**config.mk**
```make
export PLATFORM = sky130hd
export DESIGN_NAME = rcfg_ctrl
export DESIGN_NICKNAME = d
export VERILOG_FILES = /design/src/rtl/rcfg_pkg.sv /design/src/rtl/rcfg_busy.sv /design/src/rtl/rcfg_wdog.sv /design/src/rtl/rcfg_hist.sv /design/src/rtl/rcfg_ctrl.sv
export SDC_FILE = /design/constraint.sdc
export NUM_CORES = 1
export LEC_CHECK = 0
export CORE_ASPECT_RATIO = 0.8
export CORE_UTILIZATION = 53
export DETAILED_ROUTE_END_ITERATION = 10
export PLACE_DENSITY = 0.8
export SYNTH_ARGS = -nofsm -noshare
export SYNTH_HDL_FRONTEND = slang
export SYNTH_SLANG_ARGS = --single-unit
```
**constraint.sdc**
```tcl
create_clock -name clk -period 9.02 [get_ports clk]
set_clock_uncertainty 0.1 [all_clocks]
set_input_delay 2.255 -clock clk [delete_from_list [all_inputs] [get_ports clk]]
set_output_delay 2.255 -clock clk [all_outputs]
set_load 0.02 [all_outputs]
```
**src/rtl/rcfg_pkg.sv**
```systemverilog
package rcfg_pkg;

    localparam int TO_W   = 12;
    localparam int ADDR_W = 32;
    localparam int DATA_W = 32;

    localparam logic [2:0] PAR_MODE  = 3'b000;
    localparam logic [2:0] PAR_CAUSE = 3'b001;
    localparam logic [2:0] PAR_WDTO  = 3'b010;
    localparam logic [2:0] PAR_WDEN  = 3'b011;
    localparam logic [2:0] PAR_PAGE  = 3'b100;

    localparam logic [1:0] SRC_LIVE = 2'b00;

    typedef enum logic [1:0] {
        CAUSE_NONE = 2'd0,
        CAUSE_HOST = 2'd1,
        CAUSE_WDOG = 2'd2
    } cause_e;

    typedef struct packed {
        cause_e              cause;
        logic                app_mode;
        logic                wd_en;
        logic [TO_W-1:0]     wd_to;
        logic [ADDR_W-1:0]   page;
    } snap_t;

    // Zero-extended view of one field of a settings snapshot.
    function automatic logic [DATA_W-1:0] snap_field(input snap_t s, input logic [2:0] code);
        logic [DATA_W-1:0] v;
        v = '0;
        case (code)
            PAR_MODE:  v = DATA_W'(s.app_mode);
            PAR_CAUSE: v = DATA_W'(s.cause);
            PAR_WDTO:  v = DATA_W'(s.wd_to);
            PAR_WDEN:  v = DATA_W'(s.wd_en);
            PAR_PAGE:  v = DATA_W'(s.page);
            default:   v = '0;
        endcase
        return v;
    endfunction

endpackage

```
**src/rtl/rcfg_busy.sv**
```systemverilog
module rcfg_busy #(
    parameter int BUSY_CYCLES = 3
) (
    input  logic clk,
    input  logic rst,
    input  logic rd_req,
    input  logic wr_req,
    output logic busy,
    output logic accept
);
    localparam int CW = $clog2(BUSY_CYCLES + 1);

    typedef struct packed {
        logic [CW-1:0] cnt;
    } bsy_t;

    bsy_t st_d, st_q;

    assign busy   = (st_q.cnt != '0);
    assign accept = !busy && (rd_req || wr_req);

    always_comb begin
        st_d = st_q;
        if (accept) begin
            st_d.cnt = CW'(BUSY_CYCLES);
        end else if (busy) begin
            st_d.cnt = st_q.cnt - 1'b1;
        end
    end

    always_ff @(posedge clk or posedge rst) begin
        if (rst) begin
            st_q.cnt <= '0;
        end else begin
            st_q <= st_d;
        end
    end

endmodule

```
**src/rtl/rcfg_wdog.sv**
```systemverilog
module rcfg_wdog #(
    parameter int TO_BITS  = 12,
    parameter int LOW_BITS = 4
) (
    input  logic               clk,
    input  logic               rst,
    input  logic               reload,
    input  logic [TO_BITS-1:0] to_val,
    input  logic               run,
    output logic               expire
);
    localparam int CNT_W = TO_BITS + LOW_BITS;

    typedef struct packed {
        logic [CNT_W-1:0] cnt;
    } wd_t;

    wd_t st_d, st_q;

    // Independent of reload so that the parent may feed expiry back into reload.
    assign expire = run && (st_q.cnt == '0);

    always_comb begin
        st_d = st_q;
        if (reload) begin
            st_d.cnt = {to_val, {LOW_BITS{1'b0}}};
        end else if (run && (st_q.cnt != '0)) begin
            st_d.cnt = st_q.cnt - 1'b1;
        end
    end

    always_ff @(posedge clk or posedge rst) begin
        if (rst) begin
            st_q.cnt <= '0;
        end else begin
            st_q <= st_d;
        end
    end

endmodule

```
**src/rtl/rcfg_hist.sv**
```systemverilog
module rcfg_hist
    import rcfg_pkg::*;
#(
    parameter int DEPTH = 3
) (
    input  logic                  clk,
    input  logic                  rst,
    input  logic                  push,
    input  snap_t                 snap_in,
    output snap_t [DEPTH-1:0]     ent
);
    snap_t [DEPTH-1:0] ent_d, ent_q;

    always_comb begin
        ent_d = ent_q;
        if (push) begin
            ent_d[0] = snap_in;
            for (int i = 1; i < DEPTH; i++) begin
                ent_d[i] = ent_q[i-1];
            end
        end
    end

    always_ff @(posedge clk or posedge rst) begin
        if (rst) begin
            ent_q <= '0;
        end else begin
            ent_q <= ent_d;
        end
    end

    assign ent = ent_q;

endmodule

```
**src/rtl/rcfg_ctrl.sv**
```systemverilog
module rcfg_ctrl
    import rcfg_pkg::*;
#(
    parameter int              BUSY_CYCLES = 3,
    parameter int              HIST_DEPTH  = 3,
    parameter int              WD_LOW_BITS = 4,
    parameter logic [TO_W-1:0] DEF_TIMEOUT = 12'h010,
    parameter logic [ADDR_W-1:0] DEF_PAGE  = 32'h0
) (
    input  logic              clk,
    input  logic              rst,
    input  logic              rd_strobe,
    input  logic              wr_strobe,
    input  logic [2:0]        par_sel,
    input  logic [1:0]        src_sel,
    input  logic [DATA_W-1:0] wr_data,
    output logic [DATA_W-1:0] rd_data,
    output logic              busy,
    input  logic              cfg_req,
    input  logic              cfg_app,
    input  logic              wd_kick,
    output logic              wd_timeout
);
    typedef struct packed {
        snap_t             cur;
        logic [DATA_W-1:0] rd;
        logic              tout;
    } ctl_t;

    ctl_t st_d, st_q;

    logic                  accept;
    logic                  busy_w;
    logic                  expire;
    logic                  wd_reload;
    logic                  hist_push;
    logic                  wr_ok;
    snap_t                 sel_snap;
    snap_t [HIST_DEPTH-1:0] hist;

    rcfg_busy #(.BUSY_CYCLES(BUSY_CYCLES)) u_busy (
        .clk    (clk),
        .rst    (rst),
        .rd_req (rd_strobe),
        .wr_req (wr_strobe),
        .busy   (busy_w),
        .accept (accept)
    );

    rcfg_wdog #(.TO_BITS(TO_W), .LOW_BITS(WD_LOW_BITS)) u_wdog (
        .clk    (clk),
        .rst    (rst),
        .reload (wd_reload),
        .to_val (st_d.cur.wd_to),
        .run    (st_q.cur.wd_en),
        .expire (expire)
    );

    rcfg_hist #(.DEPTH(HIST_DEPTH)) u_hist (
        .clk     (clk),
        .rst     (rst),
        .push    (hist_push),
        .snap_in (st_q.cur),
        .ent     (hist)
    );

    // Snapshot addressed by the source select.
    always_comb begin
        sel_snap = '0;
        if (src_sel == SRC_LIVE) begin
            sel_snap = st_q.cur;
        end
        for (int i = 0; i < HIST_DEPTH; i++) begin
            if (int'(src_sel) == i + 1) begin
                sel_snap = hist[i];
            end
        end
    end

    always_comb begin
        st_d      = st_q;
        st_d.tout = 1'b0;
        hist_push = 1'b0;
        wr_ok     = accept && wr_strobe && (src_sel == SRC_LIVE);

        if (wr_ok) begin
            case (par_sel)
                PAR_WDTO: st_d.cur.wd_to = wr_data[TO_W-1:0];
                PAR_WDEN: st_d.cur.wd_en = wr_data[0];
                PAR_PAGE: st_d.cur.page  = wr_data[ADDR_W-1:0];
                default:  ;
            endcase
        end

        if (accept && !wr_strobe) begin
            st_d.rd = snap_field(sel_snap, par_sel);
        end

        if (expire) begin
            hist_push         = 1'b1;
            st_d.cur.app_mode = 1'b0;
            st_d.cur.wd_en    = 1'b0;
            st_d.cur.cause    = CAUSE_WDOG;
            st_d.tout         = 1'b1;
        end else if (cfg_req) begin
            hist_push         = 1'b1;
            st_d.cur.app_mode = cfg_app;
            st_d.cur.cause    = CAUSE_HOST;
        end

        wd_reload = wd_kick || cfg_req || expire ||
                    (wr_ok && ((par_sel == PAR_WDTO) || (par_sel == PAR_WDEN)));
    end

    always_ff @(posedge clk or posedge rst) begin
        if (rst) begin
            st_q.cur.cause    <= CAUSE_NONE;
            st_q.cur.app_mode <= 1'b0;
            st_q.cur.wd_en    <= 1'b0;
            st_q.cur.wd_to    <= DEF_TIMEOUT;
            st_q.cur.page     <= DEF_PAGE;
            st_q.rd           <= '0;
            st_q.tout         <= 1'b0;
        end else begin
            st_q <= st_d;
        end
    end

    assign rd_data    = st_q.rd;
    assign busy       = busy_w;
    assign wd_timeout = st_q.tout;

endmodule

```
==> results of run 1 <==
## layout by cell type, fill, tap and decap left out, types with 11 or more instances in the layout
cell               n
clkbuf_16         25
clkdlybuf4s50_1   75
a22o_1            30
nand2_1           39
dfrtp_1          242
o21ai_0           16
nor2_1            39
buf_4             11
mux2_4            60
mux2i_1           20
a21oi_1           34
mux2_2           128
a221oi_1          20
mux4_2            20
## Yosys cell counts, drive strengths merged (4+ instances only)
library cell    n  share of area
nand3b          4         0.0027
a221oi         20          0.016
nor3            8         0.0035
mux4           20          0.040
o21ai          16         0.0071
mux2          188           0.21
o31ai          10         0.0066
nand2          39          0.013
xnor2           7         0.0054
nor4            6         0.0039
clkbuf         28         0.0093
a21oi          34          0.015
buf            61          0.038
mux2i          20          0.018
a22o           30          0.023
nor2           40          0.014
dfrtp         242           0.54
inv            11         0.0037
nor3b           4         0.0027
## logic make-up (layout without fill, tap and decap cells)
logic type	count (synthesis)	count (layout)	share of synthesized area
DFF	243	243	0.538
muxes	228	228	0.265
AOI/OAI and AO/OA	129	129	0.0807
and+or+nand+nor	124	124	0.0563
buffers and inverters	100	144	0.0511
xor gates and xnor gates	7	7	0.00543
adders and majority gates	3	3	0.00332
## final cells by class
type                       instances  area, um2
tap                              269        337
sequential                       243       6080
multi-input combinational        491       4650
clock inverter                     5       81.3
fill                            1552       8020
clock buffer                      39        738
inverter                          11       45.0
timing repair buffer              89        863
## metal layers
metal	wire, um	global-route usage
met2	9910	0.305
met1	11100	0.337
met3	1010	0.0348
met5	0	0
met4	387	0.0505
## state kept, by name, summed over array words and instances, names as in the netlist
register / count
u_hist.ent: 144
st_q: 48
rd_data: 32
u_wdog.st_q: 16
u_busy.st_q: 2
wd_timeout: 1
## final timing paths
path                                         to  slack [ps]
worst min register to register   u_busy.st_q[0]         360
worst min-delay path             u_busy.st_q[0]         360
worst max register to register  u_hist.ent[110]        5410
worst max-delay path            u_hist.ent[110]        4470
max in group asynchronous              st_q[43]        5150
min in group asynchronous       u_hist.ent[137]        2170
## through the flow
step | instances | utilization | hold slack (ps) | power (mW)
4_1_cts | 1147 | 0.615 | 364 | 3.09
2_1_floorplan | 834 | - | 319 | 1.89
6_report | 1147 | 0.615 | 361 | 3.07
5_1_grt | 1147 | 0.615 | 392 | 3.21
3_5_place_dp | 1103 | 0.575 | 352 | 2.05
3_3_place_gp | 1103 | 0.575 | 333 | 2.02
## critical path: stages
cell and delay [ps]:
clkdlybuf4s50_1 550, nor2_4 850, buf_12 560, mux2_2 420
## power by group through the flow
stage / Clock, mW / Combinational [mW] / Sequential [mW]
global placement: 0 / 0.550 / 1.47
finish: 1.03 / 0.568 / 1.47
global route: 1.09 / 0.620 / 1.50
CTS: 1.05 / 0.573 / 1.47
detailed placement: 0 / 0.568 / 1.48
floorplan: 0 / 0.473 / 1.42
==> out/qor.txt, run 1 <==
hold path start -> u_busy.st_q[0]
Ys Warns -> 0
max-slew violations -> 0
min cycle time layout -> 4550 ps
First-pass DRT Iterations -> 7
syn nets -> 881
Reg-to-Reg Start -> u_wdog.st_q[0]
grt ovf -> 0
mean area per synthesized cell -> 13.5 um2
vias in the first global route -> 6767
Primary FF master, synth -> dfrtp_1
P_sw -> 821 uW
Netlist cell types -> 54
RSZ-0062 raised after global routing -> no
drt total wl -> 22400 um
hold depth -> 1
fraction of registers with async set/reset -> 1.00
wire per inst -> 19.6 um
CP endpoint kind -> flip-flop
CTS Sinks -> 243
Max Root-Sink Buffers -> 3
Setup crit start -> cfg_req
cts bufs inserted -> 24
fin crit share -> 0.504
Seq/Total Area, Yosys -> 0.538
port bufs -> 77
Fin. Hold Viols -> 0
Die W -> 165 um
# nets final -> 907
via/cell ratio -> 5.89
post-route cell area -> 12800 um2
first-pass GRT wire length -> 36900 um
Required @ worst endpoint -> 9310 ps
# resized after CTS -> 0
die area -> 21900 um2
largest net degree at the start of global routing -> 115
DRC Markers -> 6
Hold Path Class -> flip-flop to flip-flop
power share of the clock group -> 0.335
Placed Area -> 12000 um2
ANT cells -> 0
worst rel slew slack -> 0.312
hold buffers post-CTS -> 0
Antenna Nets Post-Route -> 0
leakage dissipation -> 6.00 nW
pwr/cell area -> 240 nW/um2
crit-path max FO -> 114
layout cells sized above 1 -> 0.305
Sequential Power Share -> 0.480
mapped cell area -> 11300 um2
total negative slack -> 0 ps
CP Class -> input port to flip-flop
flops & latches, synth -> 243
Max VDD drop -> 0.000125 V
IO Pins -> 78
category of the worst setup path launch point -> input port
core area -> 20800 um2
Max Cap Violations -> 0
Starting Density -> 0.543
dpl hpwl -> 14000 um
gr usage total -> 0.213
Slew @ Worst Pin -> 1030 ps
CTS clock-pin slew for the worst setup and hold paths -> 60 ps
row cnt -> 47
Sw Ratio -> 0.268
Post-Synthesis Cells -> 834
GPL Wtd Cong -> 0.844
Comb pwr share -> 0.185
area added between synthesis and finish -> 13.3%
final setup fails -> 0
Vias -> 6752
initial antenna violation count -> 0
Starting DRT DRC Count -> 510
worst slack at placement -> 4040 ps
CTS tree -> yes
H-tree Lvls -> 1
status -> finished, violations left
R2R depth -> 8
number of flops mapped to enable cells by yosys -> 0
setup ws final -> 4470 ps
highest clock rate -> 220 MHz
failing checks -> DRC
Die H -> 133 um
root buf cell -> clkbuf_16
Post-CTS Setup Bufs -> 0
Skew-Pair Late Insertion Delay -> 510 ps
Int Power -> 2.25 mW
CP arrival -> 4840 ps
No activity file was read; power rests on OpenSTA's default activity.
==> run 2: changes to the inputs <==
--- a/config.mk
+++ b/config.mk
@@ -6,9 +6,9 @@
 export NUM_CORES = 1
 export LEC_CHECK = 0
 export CORE_ASPECT_RATIO = 0.8
-export CORE_UTILIZATION = 53
+export CORE_UTILIZATION = 55
 export DETAILED_ROUTE_END_ITERATION = 10
-export PLACE_DENSITY = 0.8
+export PLACE_DENSITY = 0.79
 export SYNTH_ARGS = -nofsm -noshare
 export SYNTH_HDL_FRONTEND = slang
 export SYNTH_SLANG_ARGS = --single-unit
==> constraint.sdc (replaced) <==
create_clock -name clk -period 4.45 [get_ports clk]
set_clock_uncertainty 0.1 [all_clocks]
set_input_delay 1.1125 -clock clk [delete_from_list [all_inputs] [get_ports clk]]
set_output_delay 1.1125 -clock clk [all_outputs]
set_load 0.02 [all_outputs]
==> out/qor.txt, run 2 (synthesized netlist as in run 1, its figures left out) <==
final setup fails -> 0 (unchanged)
IO Pins -> 78 (unchanged)
die area -> 21100 um2 (was 21900 um2)
CP Class -> flip-flop to output pin (was input port to flip-flop)
fin crit share -> 0.687
Die W -> 162 um (was 165 um)
pwr/cell area -> 476 nW/um2 (was 240 nW/um2)
Slew @ Worst Pin -> 1060 ps (was 1030 ps)
# resized after CTS -> 0 (unchanged)
CTS tree -> yes (unchanged)
number of flip-flops in the largest register -> 144 (unchanged)
drt total wl -> 22500 um (was 22400 um)
vias in the first global route -> 6706 (was 6767)
Hold Path Class -> flip-flop to flip-flop (unchanged)
Die H -> 130 um (was 133 um)
CTS clock-pin slew for the worst setup and hold paths -> 60 ps (about the same)
layout cells sized above 1 -> 0.308 (was 0.305)
setup ws final -> 1390 ps (was 4470 ps)
CP arrival -> 1850 ps (was 4840 ps)
initial antenna violation count -> 0 (unchanged)
Max Cap Violations -> 0 (unchanged)
Max Root-Sink Buffers -> 3 (unchanged)
root buf cell -> clkbuf_16 (unchanged)
crit-path max FO -> 5 (was 114)
area added between synthesis and finish -> 13.5% (was 13.3%)
total negative slack -> 0 ps (unchanged)
most frequent cells in the layout -> dfrtp_1 (242), mux2_2 (128), clkdlybuf4s50_1 (75), mux2_4 (60) (unchanged)
cts bufs inserted -> 24 (unchanged)
ANT cells -> 0 (unchanged)
leakage dissipation -> 6.02 nW (was 6.00 nW)
max-slew violations -> 0 (unchanged)
core area -> 20000 um2 (was 20800 um2)
highest clock rate -> 327 MHz
most common cell after layout, fill and taps aside -> dfrtp_1 (unchanged)
largest net degree at the start of global routing -> 129 (was 115)
Post-CTS Setup Bufs -> 0 (unchanged)
worst rel slew slack -> 0.291 (was 0.312)
Required @ worst endpoint -> 3240 ps (was 9310 ps)
dpl hpwl -> 14200 um (was 14000 um)
Starting DRT DRC Count -> 582 (was 510)
via/cell ratio -> 5.93 (was 5.89)
grt ovf -> 0 (unchanged)
port bufs -> 77 (unchanged)
DRC Markers -> 0 (was 6)
Vias -> 6805 (was 6752)
CP endpoint kind -> output pin (was flip-flop)
row cnt -> 46 (was 47)
hold buffers post-CTS -> 0 (unchanged)
H-tree Lvls -> 1 (unchanged)
Max VDD drop -> 0.000301 V (was 0.000125 V)
RSZ-0062 raised after global routing -> no (unchanged)
Antenna Nets Post-Route -> 0 (unchanged)
category of the worst setup path launch point -> flip-flop (was input port)
status -> complete, no violations (was finished, violations left)
worst slack at placement -> 1060 ps (was 4040 ps)
first-pass GRT wire length -> 37200 um (was 36900 um)
# nets final -> 912 (was 907)
Starting Density -> 0.566 (was 0.543)
gr usage total -> 0.224 (was 0.213)
Fin. Hold Viols -> 0 (unchanged)
total power -> 6.10 mW (was 3.07 mW)
utilization after layout -> 0.642 (was 0.615)
min cycle time layout -> 3060 ps
wire per inst -> 19.6 um (about the same)
Skew-Pair Late Insertion Delay -> 510 ps (about the same)
CTS Sinks -> 243 (unchanged)
First-pass DRT Iterations -> 4 (was 7)
GPL Wtd Cong -> 0.807 (was 0.844)
## run 2: cell count changes in the layout (fill, tap and decap cells not counted), sizes merged
cell	previous run	this run
inv	11	10
buf	14	19
clkbuf	39	41
bufinv	2	0
clkinv	2	3
## run 2: path summary, 6_finish.rpt
| kind | slack, ps | end | startpoint | cells after the start |
|---|---|---|---|---|
| min reg2reg | 350 | u_busy.st_q[0] | u_busy.st_q[0] | 1 |
| min | 350 | u_busy.st_q[0] | u_busy.st_q[0] | 1 |
| max | 1390 | busy | u_busy.st_q[0] | 4 |
| max reg2reg | 1720 | u_hist.ent[37] | u_wdog.st_q[0] | 8 |
| min in group asynchronous | 1020 | rd_data[2] | rst | 3 |
| max in group asynchronous | 2620 | st_q[49] | rst | 3 |
## run 2: power by group
part	switching [mW]	internal, mW
logic	0.487	0.677
registers	0.343	2.64
clock network	0.810	1.15
## run 2: metrics by stage
stage | hold WS, ps | std cells | area, um2
2_1_floorplan | 319 | 834 | 11300
4_1_cts | 352 | 1147 | 12800
6_report | 350 | 1147 | 12800
3_3_place_gp | 331 | 1103 | 12100
3_5_place_dp | 337 | 1103 | 12100
5_1_grt | 371 | 1147 | 12800
## run 2: worst max-delay path: stages (launching register included)
cell	delay, ps
dfrtp_1	350
inv_1	60
ha_1	240
inv_1	90
clkdlybuf4s50_1	600
## run 2: layer usage
layer	track usage	part of all wire
met5	0	0
met4	0.0400	0.013
met3	0.0324	0.046
met2	0.335	0.45
met1	0.350	0.49
## run 2: cell type report
type                    count  area (um2)
clock inverters             3        15.0
clock buffers              41         756
flip-flops and latches    243        6080
inverters                  11        45.0
well taps                 264         330
fillers                  1395        7140
repair buffers             94         951
multi-input cells         491        4650
==> run 3: changes to the inputs <==
--- a/config.mk
+++ b/config.mk
@@ -6,9 +6,9 @@
 export NUM_CORES = 1
 export LEC_CHECK = 0
 export CORE_ASPECT_RATIO = 0.8
-export CORE_UTILIZATION = 55
+export CORE_UTILIZATION = 53
 export DETAILED_ROUTE_END_ITERATION = 10
-export PLACE_DENSITY = 0.79
+export PLACE_DENSITY = 0.8
 export SYNTH_ARGS = -nofsm -noshare
 export SYNTH_HDL_FRONTEND = slang
 export SYNTH_SLANG_ARGS = --single-unit
==> constraint.sdc (replaced) <==
create_clock -name clk -period 2.65 [get_ports clk]
set_clock_uncertainty 0.1 [all_clocks]
set_input_delay 0.6625 -clock clk [delete_from_list [all_inputs] [get_ports clk]]
set_output_delay 0.6625 -clock clk [all_outputs]
set_load 0.02 [all_outputs]
==> out/qor.txt, run 3 (synthesized netlist as in run 1, its figures left out) <==
status -> finished, violations left (was complete, no violations)
failing checks -> DRC
ANT cells -> 0 (unchanged)
utilization after layout -> 0.633 (was 0.642)
number of flip-flops in the largest register -> 144 (unchanged)
Die W -> 165 um (was 162 um)
initial antenna violation count -> 0 (unchanged)
Die H -> 133 um (was 130 um)
highest clock rate -> 402 MHz
Max Root-Sink Buffers -> 3 (unchanged)
Max VDD drop -> 0.000427 V (was 0.000301 V)
crit-path max FO -> 29 (was 5)
post-route cell area -> 13200 um2 (was 12800 um2)
die area -> 21900 um2 (was 21100 um2)
CTS tree -> yes (unchanged)
root buf cell -> clkbuf_16 (unchanged)
most common cell after layout, fill and taps aside -> dfrtp_1 (unchanged)
Post-CTS Setup Bufs -> 0 (unchanged)
DRC Markers -> 6 (was 0)
gr usage total -> 0.226 (was 0.224)
CP endpoint kind -> flip-flop (was output pin)
grt ovf -> 0 (unchanged)
IO Pins -> 78 (unchanged)
# nets final -> 940 (was 912)
category of the worst setup path launch point -> flip-flop (unchanged)
leakage dissipation -> 6.20 nW (was 6.02 nW)
fin crit share -> 0.938
via/cell ratio -> 5.85 (was 5.93)
wire per inst -> 20.0 um (was 19.6 um)
Starting Density -> 0.543 (was 0.566)
Starting DRT DRC Count -> 481 (was 582)
R2R depth -> 9 (was 8)
Skew-Pair Late Insertion Delay -> 520 ps (was 510 ps)
RSZ-0062 raised after global routing -> no (unchanged)
area added between synthesis and finish -> 16.5% (was 13.5%)
layout cells sized above 1 -> 0.329 (was 0.308)
CTS Sinks -> 243 (unchanged)
dpl hpwl -> 15600 um (was 14200 um)
Slew @ Worst Pin -> 527 ps (was 1060 ps)
CP arrival -> 2790 ps (was 1850 ps)
CP Class -> flip-flop to flip-flop (was flip-flop to output pin)
Fin. Hold Viols -> 0 (unchanged)
Required @ worst endpoint -> 2950 ps (was 3240 ps)
largest net degree at the start of global routing -> 47 (was 129)
max-slew violations -> 0 (unchanged)
Reg-to-Reg Start -> u_wdog.st_q[0] (unchanged)
Hold Path Class -> flip-flop to flip-flop (unchanged)
min cycle time layout -> 2490 ps
Max Cap Violations -> 0 (unchanged)
H-tree Lvls -> 1 (unchanged)
most frequent cells in the layout -> dfrtp_1 (242), mux2_2 (128), clkdlybuf4s50_1 (74), mux2_4 (60) (was dfrtp_1 (242), mux2_2 (128), clkdlybuf4s50_1 (75), mux2_4 (60))
r2r setup slk -> 160 ps (was 1720 ps)
Post-Place Cells -> 1136 (was 1103)
CTS clock-pin slew for the worst setup and hold paths -> 60 ps (about the same)
worst rel slew slack -> 0.648 (was 0.291)
First-pass DRT Iterations -> 7 (was 4)
hold buffers post-CTS -> 0 (unchanged)
vias in the first global route -> 7113 (was 6706)
hold endpoint -> u_busy.st_q[0] (unchanged)
core area -> 20800 um2 (was 20000 um2)
drt total wl -> 23500 um (was 22500 um)
# resized after CTS -> 0 (unchanged)
cts bufs inserted -> 24 (unchanged)
row cnt -> 47 (was 46)
reg2reg end -> u_hist.ent[78] (was u_hist.ent[37])
hold path start -> u_busy.st_q[0] (unchanged)
Vias -> 6890 (was 6805)
GPL Wtd Cong -> 0.838 (was 0.807)
total power -> 10.4 mW (was 6.10 mW)
port bufs -> 77 (unchanged)
hold depth -> 1 (unchanged)
pwr/cell area -> 787 nW/um2 (was 476 nW/um2)
Antenna Nets Post-Route -> 0 (unchanged)
first-pass GRT wire length -> 38900 um (was 37200 um)
Finished Layout Cells -> 1177 (was 1147)
Placed Area -> 12400 um2 (was 12100 um2)
final setup fails -> 0 (unchanged)
run 3: per-layer routing:
| metal | vias to the layer above | global-route usage | share of wire |
|---|---|---|---|
| li1 | 3136 | - | - |
| met1 | 3547 | 0.349 | 0.48 |
| met2 | 169 | 0.336 | 0.45 |
| met3 | 38 | 0.0335 | 0.050 |
| met4 | 0 | 0.0499 | 0.020 |
| met5 | - | 0 | 0 |
run 3: metrics by stage:
step	setup TNS, ps	worst slack [ps]	hold slack [ps]
2_1_floorplan	-315420	-1300	319
3_3_place_gp	0	29.8	332
3_5_place_dp	0	18.9	335
4_1_cts	0	30.9	343
5_1_grt	0	64.7	376
6_report	0	164	339
run 3: critical path: stages (launching register included):
cell     delay [ps]
dfrtp_1         400
inv_1           110
ha_1            180
nor4b_4         290
and4_1          290
and2_1          250
nor2_4           80
buf_12          170
buf_12          170
mux2_4          310
run 3: worst max path at each step:
stage                        start              to  slack (ps)  cells past startpoint
finish              u_wdog.st_q[0]  u_hist.ent[78]         160                      9
CTS                 u_busy.st_q[0]            busy          30                      4
global route        u_wdog.st_q[0]  u_hist.ent[78]          60                      9
global placement        par_sel[2]        st_q[36]          30                      5
floorplan                      rst      rd_data[0]       -1300                      1
detailed placement      par_sel[1]  u_wdog.st_q[5]          20                      7
run 3: power breakdown:
group	leakage [nW]	switching, mW	internal (mW)
logic	2.54	0.842	1.18
registers	3.28	0.567	4.43
clock network	0.378	1.38	1.96
run 3: cell type report:
class	count	area, um2
Sequential cell	243	6080
Fill cell	1558	7650
Clock inverter	4	45.0
Multi-Input combinational cell	491	4650
Tap cell	269	337
Timing Repair Buffer	122	1290
Clock buffer	37	721
Inverter	11	45.0
